===== src/rtl/uart_lb_pkg.sv =====
package uart_lb_pkg;
    typedef enum logic [1:0] {
        ST_NORMAL = 2'b00,
        ST_ECHO   = 2'b01,
        ST_LOCAL  = 2'b10,
        ST_REMOTE = 2'b11
    } lb_state_e;
endpackage


===== src/rtl/lb_mode_fsm.sv =====
module lb_mode_fsm
    import uart_lb_pkg::*;
(
    input  logic       clk,
    input  logic       rst_n,
    input  logic [1:0] mode_req,
    input  logic       rx_busy,
    input  logic       tx_busy,
    output lb_state_e  state_q
);
    lb_state_e state_d;
    logic      both_idle;

    assign both_idle = !rx_busy && !tx_busy;

    // State register
    always_ff @(posedge clk or negedge rst_n) begin
        if (!rst_n) state_q <= ST_NORMAL;
        else        state_q <= state_d;
    end

    // Next state: SWITCH when idle and the request differs, otherwise HOLD
    always_comb begin
        state_d = state_q;
        if (both_idle && (mode_req != state_q)) begin
            unique case (mode_req)
                2'b00: state_d = ST_NORMAL;
                2'b01: state_d = ST_ECHO;
                2'b10: state_d = ST_LOCAL;
                2'b11: state_d = ST_REMOTE;
            endcase
        end
    end


    mode_hold_busy_chk: assert property (@(posedge clk) disable iff (!rst_n)
        (rx_busy || tx_busy) |=> $stable(state_q));
endmodule


===== src/rtl/lb_path_mux.sv =====
module lb_path_mux
    import uart_lb_pkg::*;
(
    input  lb_state_e state,
    input  logic      rxd_pin,
    input  logic      tx_ser,
    input  logic      rx_tick_src,
    input  logic      tx_tick_src,
    output logic      txd_pin,
    output logic      rx_ser,
    output logic      rx_tick,
    output logic      tx_tick
);
    always_comb begin
        txd_pin = tx_ser;
        rx_ser  = rxd_pin;
        rx_tick = rx_tick_src;
        tx_tick = tx_tick_src;
        unique case (state)
            ST_NORMAL: ;
            ST_ECHO: begin
                tx_tick = rx_tick_src;
            end
            ST_LOCAL: begin
                txd_pin = 1'b1;
                rx_ser  = tx_ser;
                rx_tick = tx_tick_src;
            end
            ST_REMOTE: begin
                txd_pin = rxd_pin;
                rx_ser  = 1'b1;
            end
        endcase
    end
endmodule


===== src/rtl/lb_char_feed.sv =====
module lb_char_feed
    import uart_lb_pkg::*;
#(
    parameter int DATA_W = 8
) (
    input  lb_state_e         state,
    input  logic              host_wr,
    input  logic [DATA_W-1:0] host_data,
    input  logic              rx_char_valid,
    input  logic [DATA_W-1:0] rx_char_data,
    output logic              tx_load,
    output logic [DATA_W-1:0] tx_load_data,
    output logic              rx_deliver
);
    always_comb begin
        tx_load      = host_wr;
        tx_load_data = host_data;
        rx_deliver   = rx_char_valid;
        unique case (state)
            ST_NORMAL, ST_LOCAL: ;
            ST_ECHO: begin
                tx_load      = rx_char_valid;
                tx_load_data = rx_char_data;
            end
            ST_REMOTE: begin
                tx_load      = 1'b0;
                tx_load_data = '0;
                rx_deliver   = 1'b0;
            end
        endcase
    end
endmodule


===== src/rtl/uart_loopback_ctrl.sv =====
module uart_loopback_ctrl
    import uart_lb_pkg::*;
#(
    parameter int DATA_W = 8
) (
    input  logic              clk,
    input  logic              rst_n,
    input  logic [1:0]        mode_req,
    input  logic              rx_busy,
    input  logic              tx_busy,
    output logic [1:0]        mode_cur,
    input  logic              rxd_pin,
    output logic              txd_pin,
    input  logic              tx_ser,
    output logic              rx_ser,
    input  logic              rx_tick_src,
    input  logic              tx_tick_src,
    output logic              rx_tick,
    output logic              tx_tick,
    input  logic              host_wr,
    input  logic [DATA_W-1:0] host_data,
    input  logic              rx_char_valid,
    input  logic [DATA_W-1:0] rx_char_data,
    output logic              tx_load,
    output logic [DATA_W-1:0] tx_load_data,
    output logic              rx_deliver
);
    lb_state_e state;

    lb_mode_fsm u_fsm (
        .clk      (clk),
        .rst_n    (rst_n),
        .mode_req (mode_req),
        .rx_busy  (rx_busy),
        .tx_busy  (tx_busy),
        .state_q  (state)
    );

    lb_path_mux u_mux (
        .state       (state),
        .rxd_pin     (rxd_pin),
        .tx_ser      (tx_ser),
        .rx_tick_src (rx_tick_src),
        .tx_tick_src (tx_tick_src),
        .txd_pin     (txd_pin),
        .rx_ser      (rx_ser),
        .rx_tick     (rx_tick),
        .tx_tick     (tx_tick)
    );

    lb_char_feed #(.DATA_W(DATA_W)) u_feed (
        .state         (state),
        .host_wr       (host_wr),
        .host_data     (host_data),
        .rx_char_valid (rx_char_valid),
        .rx_char_data  (rx_char_data),
        .tx_load       (tx_load),
        .tx_load_data  (tx_load_data),
        .rx_deliver    (rx_deliver)
    );

    assign mode_cur = state;


    local_txd_high_chk: assert property (@(posedge clk) disable iff (!rst_n)
        (state == ST_LOCAL) |-> txd_pin);


    remote_no_char_chk: assert property (@(posedge clk) disable iff (!rst_n)
        (state == ST_REMOTE) |-> (!tx_load && !rx_deliver));


    echo_host_drop_chk: assert property (@(posedge clk) disable iff (!rst_n)
        (state == ST_ECHO && host_wr && !rx_char_valid) |-> !tx_load);


    echo_tick_share_chk: assert property (@(posedge clk) disable iff (!rst_n)
        (state == ST_ECHO) |-> (tx_tick == rx_tick));
endmodule


===== config.mk =====
export PLATFORM = sky130hd
export DESIGN_NAME = uart_loopback_ctrl
export DESIGN_NICKNAME = d
export VERILOG_FILES = /design/src/rtl/uart_lb_pkg.sv /design/src/rtl/lb_mode_fsm.sv /design/src/rtl/lb_path_mux.sv /design/src/rtl/lb_char_feed.sv /design/src/rtl/uart_loopback_ctrl.sv
export SDC_FILE = /design/constraint.sdc
export NUM_CORES = 1
export LEC_CHECK = 0
export BUFFER_PORTS_ARGS = -buffer_cell sky130_fd_sc_hd__buf_2
export CAP_MARGIN = 20
export CORE_AREA = 2 2 39 41
export DETAILED_ROUTE_END_ITERATION = 10
export DIE_AREA = 0 0 41 43
export SYNTH_ARGS = -nofsm -noshare
export SYNTH_HDL_FRONTEND = slang
export SYNTH_SLANG_ARGS = --single-unit

===== constraint.sdc =====
create_clock -name clk -period 1.21 [get_ports clk]
set_input_delay 0.242 -clock clk [delete_from_list [all_inputs] [get_ports clk]]
set_output_delay 0.242 -clock clk [all_outputs]
set_load 0.01 [all_outputs]

======== After elaboration in Yosys (flattened, before gate mapping) ========
Index checks and enable logic that the tools add are counted.
storage, ports and cells
  register bits after elaboration ......... 2
  output and inout port bits .............. 16
  input port bits ......................... 28
  word-level logic and storage cells ...... 21
cells by class
  reduce and logical (&&, ||, !) cells .... 5
  multiplexer cells ....................... 8
  equality and inequality tests ........... 7
operator list
  cell                  number
  $pmux W8 S2           1
  $eq A2 B2 Y1 const B  4
  $pmux W2 S4           1
  $pmux W1 S2           3
  $eq A2 B1 Y1 const B  2
  $mux W1               3
  $logic_and A1 B1 Y1   2
  $logic_not A1 Y1      2
  $logic_not A2 Y1      1
  $ne A2 B2 Y1          1

======== Depth between registers and ports, before layout ========
  depth after elaboration ................. 3
  mapped depth ............................ 3
  gate-level depth less buffers ........... 2

======== Modules after synthesis ========
From an unflattened synthesis, not the netlist that was laid out.
unflattened totals
  cells, all modules ...................... 25
  area total of the unflattened synthesis .. 254.0 um2
modules (own cells, without submodules)
  module        instances  area each (um2)  seq. area each (um2)  cells each
  lb_char_feed  1          115.1            0.0                   13
  lb_mode_fsm   1          78.8             50.0                  5
  lb_path_mux   1          60.1             0.0                   7

======== Worst setup path after synthesis ========
Ideal clock, no wire load.
  path kind ............................... register to output
  start point ............................. register u_fsm.state_q[1]
  end point ............................... output rx_tick
  arrival ................................. 1033 ps
  path slack .............................. -65 ps
  required time ........................... 968 ps
  stages on the path, launching flop included .. 4
  path buffers ............................ 1
  cells stage by stage .................... dfrtp_1 -> buf_6 -> nor2b_1 -> mux2_1
on the way
  cells in the longest elaborated chain, start to end .. 2
RTL lines
  element                 line                      RTL
  start, declared         lb_mode_fsm.sv:9          output lb_state_e state_q
  start signal, assigned  lb_mode_fsm.sv:19         else state_q <= state_d;
  $eq A2 B2 Y1            lb_path_mux.sv:19         unique case (state)
  $mux W1                 lb_path_mux.sv:19
  end, declared           uart_loopback_ctrl.sv:18  output logic rx_tick,
No other way between the ends.

======== Worst setup path in the final report ========
  start point ............................. register u_fsm.state_q[1]
  end point ............................... output tx_tick
on the way
  cells in the longest elaborated chain, start to end .. 2
RTL lines
  element        line                      RTL
  $eq A2 B1 Y1   lb_path_mux.sv:19
  $mux W1        lb_path_mux.sv:19
  end, declared  uart_loopback_ctrl.sv:19  output logic tx_tick,
No other way between the ends.

==> metrics.md <==
| Metric | Value |
|---|---|
| Status | `finished, violations left` |
| Failing checks | `setup timing` |
| PortBufs | `43` |
| RSZ-0062 raised after global routing | `true` |
| Flops & latches, synth | `2` |
| Setup Crit Path Kind | `flop to output port` |
| CTS H-tree depth | `1` |
| Most frequent cells after synthesis | `a22o_1 (5), nand2_1 (5), o2bb2ai_1 (4), nor2_1 (3)` |
| Synth Area in Adders | `0%` |
| Worst hold stages | `2` |
| Worst r2r src | `u_fsm.state_q[1]` |
| Total core area | `1380 um^2` |
| GR Util All Layers | `11.1%` |
| Initial antenna violation count | `0` |
| Core Rows | `14` |
| Final wirelength | `978 um` |
| Setup TNS Final | `-3.19 ns` |
| Sequential area share after synthesis | `a little under a fifth` |
| CTS Buf Count | `3` |
| Post-Syn Area per Cell | `slightly below 9 um^2` |
| Via-per-instance ratio | `roughly 4.5` |
| Complex-gate fraction of the synthesized area | `between 30% and 40%` |
| Max reg flops | `2` |
| Largest family of logic cells by synthesized area | `compound AO/OA/AOI/OAI gates` |
| CP endpoint kind | `output port` |
| CTS clk-pin slew, worst paths | `~0.03 ns` |
| Clock Path Buffers | `2` |
| RR Endpoint | `u_fsm.state_q[1]` |
| Final worst slack | `-0.308 ns` |
| Worst clock skew | `0 ns` |
| Worst IR drop on VDD | `~0.43 mV` |
| Crit path time final | `around 1.5 ns` |
| Synth Cell Area | `270 um^2` |
| Leak pwr | `0.338 nW` |
| Nets | `about 110` |
| Headroom to the max-slew limit | `approximately nine tenths` |
| Largest net degree at the start of global routing | `10` |
| Setup crit start kind | `flop` |
| Post-route insts no fill | `98` |
| Max Cap Viol | `0` |
| N_diodes | `0` |
| Fillers | `about 150` |
| Cell taking the most area after synthesis | `dfrtp_1` |
| Tcrit/Tclk final | `125%` |
| CP required | `between 0.9 and 1 ns` |
| Tot Pwr | `a little over 0.0006 W` |
| FMAX | `659 MHz` |
| First-pass GRT wire length | `1340 um` |
| I/O pins | `44` |
| R2R setup slack | `between 0.15 and 0.2 ns` |
| Clock latency on the worst-skew pair | `0.22 ns` |
| Die footprint | `between 1500 and 2000 um^2` |
| Post-Synth XOR/XNOR Area | `0%` |
| Synth cell types | `15` |
| Top post-synthesis cells by area | `dfrtp_1 (19%), a22o_1 (16%), o2bb2ai_1 (13%), buf_6 (8.3%), mux2_2 (8.3%)` |
| Die Y | `roughly 43 um` |
| Vias | `roughly 440` |
| Hold EP | `u_fsm.state_q[0]` |
| Placed Cells | `between 90 and 100` |
| Power density over the cells | `1030 nW/um^2` |
| Register-to-Register Path Depth | `3` |
| Syn Inst Count | `31` |
| Post-Synth Simple-Gate Area | `roughly a fifth` |
| DPL Wire Length | `806 um` |
| Top FF cell, synth | `dfrtp_1` |
| Async set-or-reset flop fraction in the synthesized netlist | `100%` |
| Final ANT Viol Nets | `0` |
| Area grow syn2layout | `125%` |
| CTS tree | `built` |
| Die width | `41 um` |
| Largest registers | `u_fsm.state_q (2)` |
| Iteration-0 DRC count of the detailed router | `1` |
| Top-area cell type share of the netlist area | `between 10% and 20%` |
| Total iterations of the first detailed-routing run | `2` |
| CTS Sinks | `2` |
| Clock root buffer | `clkbuf_4` |
| Syn Nets | `59` |
| Final Slew Violations | `0` |
| Vias in the first global route | `just under 400` |
| Crit Path Max Fanout | `3` |
| Hold WC Path Type | `primary input to flop` |
| EDFF count, synth | `0` |
| Critical Path AT | `between 1 and 1.5 ns` |
| Synthesis Warnings | `0` |
| Final-report hold violation count | `0` |
| Register name with the most flops | `u_fsm.state_q` |
| Grt total ovfl | `0` |
| GP Congestion | `about 0.6` |
| Mux contribution to synthesized area | `approximately 18%` |
| Initial core utilization | `~20%` |
| Residual DRC count | `0` |
| Slew @ Worst Pin | `around 0.17 ns` |
| Hold Crit Start | `mode_req[0]` |
| Fin util | `43.9%` |
| Setup Viol. Count Final | `15` |
| Wirelength per Cell | `between 9 and 10 um` |
| Layout cells sized above 1 | `about 74%` |
-- kinds of logic (layout without fill, tap and decap cells) --
logic type / count (synthesis) / in the layout
compound gates: 11 / 11
mux: 4 / 4
simple gates: 11 / 11
flops: 2 / 2
buf+inv: 3 / 54
-- worst max-delay path: stages (launching register included) --
cell and delay (ns):
dfrtp_1 0.37, and2b_4 0.26, mux2_4 0.30, buf_6 0.12
-- final cells by class --
cell class | count | area [um^2] | share of cell area, %
timing repair buffer | 50 | 303 | 49.9
multi-input combinational | 26 | 205 | 33.8
sequential | 2 | 50.0 | 8.25
clock buffer | 3 | 22.5 | 3.71
tap | 16 | 20.0 | 3.30
inverter | 1 | 6.26 | 1.03
-- where the power goes --
group          leakage [nW]  internal [W]  switching [W]
clock                0.0138      0.000109      0.0000338
sequential           0.0235     0.0000774     0.00000895
combinational         0.301      0.000226       0.000168
total                 0.338      0.000413       0.000211
-- routing by layer --
metal / up-vias / routed length, um / global-route usage (%)
li1: 218 / - / -
met1: 187 / 324 / 9.94
met2: 32 / 493 / 19.7
met3: 0 / 160 / 4.19
met4: 0 / 0 / 6.00
met5: - / 0 / 0
-- cell usage in the layout (no fill, tap or decap) --
cell type / instances
buf_2: 39
buf_6: 6
a22o_1: 5
nand2_1: 4
o2bb2ai_1: 4
buf_4: 4
clkbuf_4: 3
nor2_1: 2
mux2_4: 2
mux2_2: 2
dfrtp_1: 2
inv_4: 1
and2b_4: 1
nor2_2: 1
a21oi_1: 1
nand2_2: 1
o22a_1: 1
and2_4: 1
nor2b_1: 1
dlygate4sd3_1: 1
-- per-stage QoR --
stage	hold WS, ns	setup slack, ns	instance area [um^2]
4_1_cts	0.249	-0.316	598
3_5_place_dp	0.0321	-0.0913	520
5_1_grt	0.256	-0.357	607
2_1_floorplan	-0.0536	-0.0629	270
6_report	0.258	-0.308	607
3_3_place_gp	0.0290	-0.0844	520
-- worst max path at each step --
stage / startpoint / end / slack (ns)
floorplan: u_fsm.state_q[0] / tx_tick / -0.06
global placement: u_fsm.state_q[1] / tx_tick / -0.08
detailed placement: u_fsm.state_q[1] / tx_tick / -0.09
CTS: u_fsm.state_q[1] / tx_tick / -0.32
global route: u_fsm.state_q[1] / tx_tick / -0.36
finish: u_fsm.state_q[1] / tx_tick / -0.31
-- timing repair --
action	4_1_cts	5_1_grt
resized for setup	9	2
endpoints found under the setup margin	14	16
endpoints found under the hold margin	2	0
pin swaps	1	0
buffers inserted	1	0
hold buffers	1	0
Power figures use the tool's default switching activity.
